$ cat src/rtl/hbp_pkg.sv
package hbp_pkg;

  typedef enum logic {
    STYLE_RW_DS = 1'b0,
    STYLE_RD_WR = 1'b1
  } busStyle_t;

  typedef struct packed {
    logic loadAddr;
    logic capLow;
    logic capData;
    logic wrPulse;
    logic rdPulse;
    logic driveBus;
  } hbpStrobes_t;

endpackage

$ cat src/rtl/hbpSampler.sv
module hbpSampler #(
  parameter int W = 4,
  parameter int ASYNC_STAGES = 2,
  parameter logic [W-1:0] RST_VAL = '0
) (
  input  logic         clk,
  input  logic         rstN,
  input  logic         syncMode,
  input  logic [W-1:0] din,
  output logic [W-1:0] dout
);

  logic [ASYNC_STAGES-1:0][W-1:0] stage;

  always_ff @(posedge clk or negedge rstN) begin
    if (!rstN) begin
      for (int i = 0; i < ASYNC_STAGES; i++) stage[i] <= RST_VAL;
    end else begin
      stage[0] <= din;
      for (int i = 1; i < ASYNC_STAGES; i++) stage[i] <= stage[i-1];
    end
  end

  generate
    if (ASYNC_STAGES > 1) begin : g_multi
      assign dout = syncMode ? stage[0] : stage[ASYNC_STAGES-1];
    end else begin : g_single
      logic unusedMode;
      assign unusedMode = syncMode;
      assign dout = stage[0];
    end
  endgenerate

endmodule

$ cat src/rtl/hbpCtrl.sv
module hbpCtrl
  import hbp_pkg::*;
#(
  parameter int SYNC_STAGES = 2
) (
  input  logic        clk,
  input  logic        rstN,
  input  logic        styleSel,
  input  logic        muxAddr,
  input  logic        syncMode,
  input  logic        csN,
  input  logic        addrStb,
  input  logic        dsRdN,
  input  logic        rwWrN,
  output hbpStrobes_t strobes
);

  logic [3:0] sCtl;
  logic sCs, sAs, sDs, sRw;

  hbpSampler #(.W(4), .ASYNC_STAGES(SYNC_STAGES), .RST_VAL(4'b1111)) ctlSync (
    .clk(clk), .rstN(rstN), .syncMode(syncMode),
    .din({csN, addrStb, dsRdN, rwWrN}), .dout(sCtl)
  );

  assign {sCs, sAs, sDs, sRw} = sCtl;

  busStyle_t style;
  assign style = busStyle_t'(styleSel);

  logic rdNow, wrNow, accNow, rawRd;
  logic rdPrev, wrPrev, asPrev;

  // decode of the sampled controls, and of the raw pins for the bus driver
  always_comb begin
    if (style == STYLE_RW_DS) begin
      rdNow = !sCs && !sDs && sRw;
      wrNow = !sCs && !sDs && !sRw;
      rawRd = !csN && !dsRdN && rwWrN;
    end else begin
      rdNow = !sCs && !sDs;
      wrNow = !sCs && !sRw;
      rawRd = !csN && !dsRdN;
    end
    accNow = rdNow || wrNow;
  end

  always_ff @(posedge clk or negedge rstN) begin
    if (!rstN) begin
      rdPrev <= 1'b0;
      wrPrev <= 1'b0;
      asPrev <= 1'b1;
    end else begin
      rdPrev <= rdNow;
      wrPrev <= wrNow;
      asPrev <= sAs;
    end
  end

  always_comb begin
    strobes.loadAddr = !accNow;
    strobes.capLow   = muxAddr && asPrev && !sAs;
    strobes.capData  = wrNow;
    strobes.wrPulse  = wrPrev && !wrNow;
    strobes.rdPulse  = rdNow && !rdPrev;
    strobes.driveBus = rdNow && rawRd;
  end

endmodule

$ cat src/rtl/hbpDatapath.sv
module hbpDatapath
  import hbp_pkg::*;
#(
  parameter int ADDR_W = 12,
  parameter int DATA_W = 8,
  parameter int SYNC_STAGES = 2
) (
  input  logic              clk,
  input  logic              rstN,
  input  logic              syncMode,
  input  logic              muxAddr,
  input  logic [ADDR_W-1:0] addrIn,
  input  logic [DATA_W-1:0] adIn,
  input  hbpStrobes_t       strobes,
  input  logic [DATA_W-1:0] regRdData,
  output logic [ADDR_W-1:0] regAddr,
  output logic [DATA_W-1:0] regWrData,
  output logic              regWrEn,
  output logic              regRdEn,
  output logic [DATA_W-1:0] adOut,
  output logic              adOe
);

  localparam int HI_W  = ADDR_W - DATA_W;
  localparam int SMP_W = ADDR_W + DATA_W;

  logic [SMP_W-1:0]  sBus;
  logic [ADDR_W-1:0] sAddr;
  logic [DATA_W-1:0] sAd;

  // address and data pass the same number of stages as the controls
  hbpSampler #(.W(SMP_W), .ASYNC_STAGES(SYNC_STAGES), .RST_VAL('0)) busSync (
    .clk(clk), .rstN(rstN), .syncMode(syncMode),
    .din({addrIn, adIn}), .dout(sBus)
  );

  assign {sAddr, sAd} = sBus;

  logic [HI_W-1:0]   hiReg;
  logic [DATA_W-1:0] loReg;
  logic [DATA_W-1:0] dataReg;

  always_ff @(posedge clk or negedge rstN) begin
    if (!rstN) begin
      hiReg   <= '0;
      loReg   <= '0;
      dataReg <= '0;
    end else begin
      if (strobes.loadAddr) hiReg <= sAddr[ADDR_W-1:DATA_W];
      if (muxAddr) begin
        if (strobes.capLow) loReg <= sAd;
      end else if (strobes.loadAddr) begin
        loReg <= sAddr[DATA_W-1:0];
      end
      if (strobes.capData) dataReg <= sAd;
    end
  end

  assign regAddr   = {hiReg, loReg};
  assign regWrData = dataReg;
  assign regWrEn   = strobes.wrPulse;
  assign regRdEn   = strobes.rdPulse;
  assign adOut     = regRdData;
  assign adOe      = strobes.driveBus;

endmodule

$ cat src/rtl/hostBusPort.sv
module hostBusPort
  import hbp_pkg::*;
#(
  parameter int ADDR_W = 12,
  parameter int DATA_W = 8,
  parameter int SYNC_STAGES = 2
) (
  input  logic              clk,
  input  logic              rstN,
  input  logic              styleSel,
  input  logic              muxAddr,
  input  logic              syncMode,
  input  logic              csN,
  input  logic              addrStb,
  input  logic              dsRdN,
  input  logic              rwWrN,
  input  logic [ADDR_W-1:0] addrIn,
  input  logic [DATA_W-1:0] adIn,
  output logic [DATA_W-1:0] adOut,
  output logic              adOe,
  output logic [ADDR_W-1:0] regAddr,
  output logic [DATA_W-1:0] regWrData,
  output logic              regWrEn,
  output logic              regRdEn,
  input  logic [DATA_W-1:0] regRdData
);

  hbpStrobes_t strobes;

  hbpCtrl #(.SYNC_STAGES(SYNC_STAGES)) ctrl_i (
    .clk(clk), .rstN(rstN), .styleSel(styleSel), .muxAddr(muxAddr),
    .syncMode(syncMode), .csN(csN), .addrStb(addrStb), .dsRdN(dsRdN),
    .rwWrN(rwWrN), .strobes(strobes)
  );

  hbpDatapath #(.ADDR_W(ADDR_W), .DATA_W(DATA_W), .SYNC_STAGES(SYNC_STAGES)) dp_i (
    .clk(clk), .rstN(rstN), .syncMode(syncMode), .muxAddr(muxAddr),
    .addrIn(addrIn), .adIn(adIn), .strobes(strobes), .regRdData(regRdData),
    .regAddr(regAddr), .regWrData(regWrData), .regWrEn(regWrEn),
    .regRdEn(regRdEn), .adOut(adOut), .adOe(adOe)
  );

endmodule

$ cat config.mk
export PLATFORM = sky130hd
export DESIGN_NAME = hostBusPort
export DESIGN_NICKNAME = d
export VERILOG_FILES = /design/src/rtl/hbp_pkg.sv /design/src/rtl/hbpSampler.sv /design/src/rtl/hbpCtrl.sv /design/src/rtl/hbpDatapath.sv /design/src/rtl/hostBusPort.sv
export SDC_FILE = /design/constraint.sdc
export NUM_CORES = 1
export LEC_CHECK = 0
export ABC_AREA = 1
export BUFFER_PORTS_ARGS = -buffer_cell sky130_fd_sc_hd__buf_4
export CAP_MARGIN = 20
export CORE_ASPECT_RATIO = 0.5
export CORE_UTILIZATION = 32
export CTS_CLUSTER_DIAMETER = 150
export DETAILED_ROUTE_END_ITERATION = 6
export GPL_TIMING_DRIVEN = 0
export PLACE_DENSITY_LB_ADDON = 0.25
export SLEW_MARGIN = 10
export SYNTH_ARGS = -nofsm -noshare
export SYNTH_HDL_FRONTEND = slang
export SYNTH_HIERARCHICAL = 1
export SYNTH_SLANG_ARGS = --single-unit
$ cat constraint.sdc
create_clock -name clk -period 3.8 [get_ports clk]
set_input_delay 0.19 -clock clk [delete_from_list [all_inputs] [get_ports clk]]
set_output_delay 0.19 -clock clk [all_outputs]
set_load 0.005 [all_outputs]
==> results.toml <==
[status]
status = "complete, but fails checks"
failed_checks = "hold timing"

[setup_path]
crit_type = "register to output port"
reg2reg_from = "ctrl_i/ctlSync/stage[3]"
required_ps = 3610
crit_path_start_kind = "register"
r2r-end = "dp_i/loReg[6]"
rr_worst_depth = 11
cp-end-kind = "output port"
crit_fanout = 4
ff2ff_setup_slack_ps = 2230
worst_ep_arrival_time_ps = 1460

[clock_network]
clkLatencyLatePin_ps = 330
cts.sinks = 71
clk_pin_slew_ps = 50
cts_tree = "built"
post-cts-setup-buffer-count = 0
clock-root-buffer = "clkbuf_16"
cts.path.max_buffers = 2
cts_buffers = 9
htreeDepth = 3

[yosys]
avgSynthCellArea_um2 = 9.92
seq_area_frac_synth_pct = 66.0
ys.warnings.count = 6
synthCells = 273
syn_area_um2 = 2710
synth_fp_nets = 310
synth_cell_type_count = 17
ys_seq_elements = 71
synthTopCellsByArea = "dfrtp_1 57%, nand2_1 18%, dfstp_2 8.7%"
synth_top_cell_by_area = "dfrtp_1"
synth_top_area_share_pct = 57.3

[timing]
finalSetupTns_ps = 0
fin_crit_ps = 1650
rsz0062_at_grt = "false"
relSlewSlack_pct = 42.0
timing.final.hold_violations = 28
fin_worst_skew_ps = 7.20
slew_violations = 0
fmax_mhz = 606
final-setup-viol-count = 0
holdWs_ps = -19.8
worst_pin_slew_ps = 871
fin_crit_sh_pct = 43.4

[floorplan]
die-area_um2 = 8860
die_h_um = 67.0
start_util_pct = 33.5
core_region_area_um2 = 8090
rows = 23
io_pins = 68
dieWidth_um = 132

[placed_design]
place_hpwl_mm = 3.83
io_buffers = 59
dp.cells = 444
gp_congestion = 0.741

[final_layout]
final_common_cell = "nand2_1"
drive_gt1_share_pct = 29.6
final_util_pct = 47.3
fin_cells = 484
final_cell_mix = "131 x nand2_1, 73 x buf_4, 62 x dfrtp_1"
final_nets = 404
diodes = 0
area_delta_synth_final_pct = 41.2

[global_route]
grt_max_degree = 72
grt_pass1_vias = 1927
groute.usage.overall_pct = 13.6
grt-ovfl-total = 0
grt_pass1_wl_mm = 8.94
grt_antenna_before_repair = 0

[worst_hold_path]
hold_path.class = "primary input to async pin"

[detailed_routing]
drtPass1Iterations = 4
wl_per_cell_um = 11.2
wl_mm = 5.40
drtIter0Drc = 106
drc = 0
vias = 1982
antenna_left = 0
via_per_inst = 4.10

[pwr]
power_mw = 1.95
total_leakage_power_nw = 1.99
ir_drop_mv = 0.224
power_density_nw_per_um2 = 509

[job]
drv_cap = 0
-- per-layer routing --
| metal | share of wire, % | track usage (%) | up-vias | wire length, um |
|---|---|---|---|---|
| met5 | 0 | 0 | - | 0 |
| met4 | 2.0 | 8.72 | 0 | 106 |
| met3 | 5.1 | 4.19 | 9 | 278 |
| met2 | 47 | 21.6 | 47 | 2530 |
| met1 | 46 | 16.6 | 929 | 2490 |
| li1 | - | - | 997 | - |
-- repair_timing --
item,CTS,global route
gates resized for setup,0,0
hold buffers,24,0
hold endpoints to repair,24,0
-- flip-flops by register name, summed over array words and instances (netlist names) --
register / cells
ctrl_i/asPrev: 1
ctrl_i/ctlSync/stage: 8
ctrl_i/rdPrev: 1
ctrl_i/wrPrev: 1
dp_i/busSync/stage: 40
dp_i/hiReg: 4
dp_i/loReg: 8
dp_i/regWrData: 8
-- synthesized netlist by cell type, drive strengths merged --
master / count
a21boi: 1
buf: 19
dfrtp: 62
dfstp: 9
inv: 21
nand2: 135
nand3: 8
nor2: 6
o21ai: 12
-- where the power goes --
part | switching, mW | internal (mW) | total (mW)
clock network | 0.283 | 0.525 | 0.807
registers | 0.0361 | 0.832 | 0.869
logic | 0.127 | 0.145 | 0.271
-- cell type report --
class | instances | area (um^2)
Fill cell | 783 | 4260
Sequential cell | 71 | 1790
Multi-Input combinational cell | 162 | 684
Timing Repair Buffer | 83 | 683
Clock buffer | 13 | 250
Buffer | 19 | 149
Tap cell | 112 | 140
Inverter | 21 | 86.3
Clock inverter | 3 | 42.5
-- stage by stage --
stage          instance area (um^2)  setup slack (ps)  hold slack (ps)
3_3_place_gp                   3290              2260              299
3_5_place_dp                   3290              2240              300
2_1_floorplan                  2710              2410             -106
5_1_grt                        3820              2050             63.1
6_report                       3820              2150            -19.8
4_1_cts                        3820              2130             15.3
-- worst max-delay path by stage --
stage / start / to / slack (ps) / cells after the start
2_1_floorplan: ctrl_i/ctlSync/stage[0] / dp_i/loReg[0] / 2410 / 12
3_3_place_gp: ctrl_i/ctlSync/stage[0] / dp_i/loReg[4] / 2260 / 12
3_5_place_dp: ctrl_i/ctlSync/stage[0] / dp_i/loReg[6] / 2240 / 12
4_1_cts: ctrl_i/ctlSync/stage[0] / adOe / 2130 / 8
5_1_grt: ctrl_i/ctlSync/stage[0] / adOe / 2050 / 8
6_report: ctrl_i/ctlSync/stage[0] / adOe / 2150 / 8
-- cells by family after synthesis --
group           after synthesis  share of synthesized area (%)
simple gates                149                           22.8
flops                        71                           66.0
buf+inv                      40                           8.69
compound gates               13                           2.50
-- worst max-delay path, cell delays in order, from the launching register on --
cell     delay, ps
dfstp_2        530
nand2_1         50
nand2_1         80
inv_1           40
nand2_1         60
nand2_2         80
nor2_2         110
buf_4          100
buf_4           90
(Power assumes the default switching activity.)
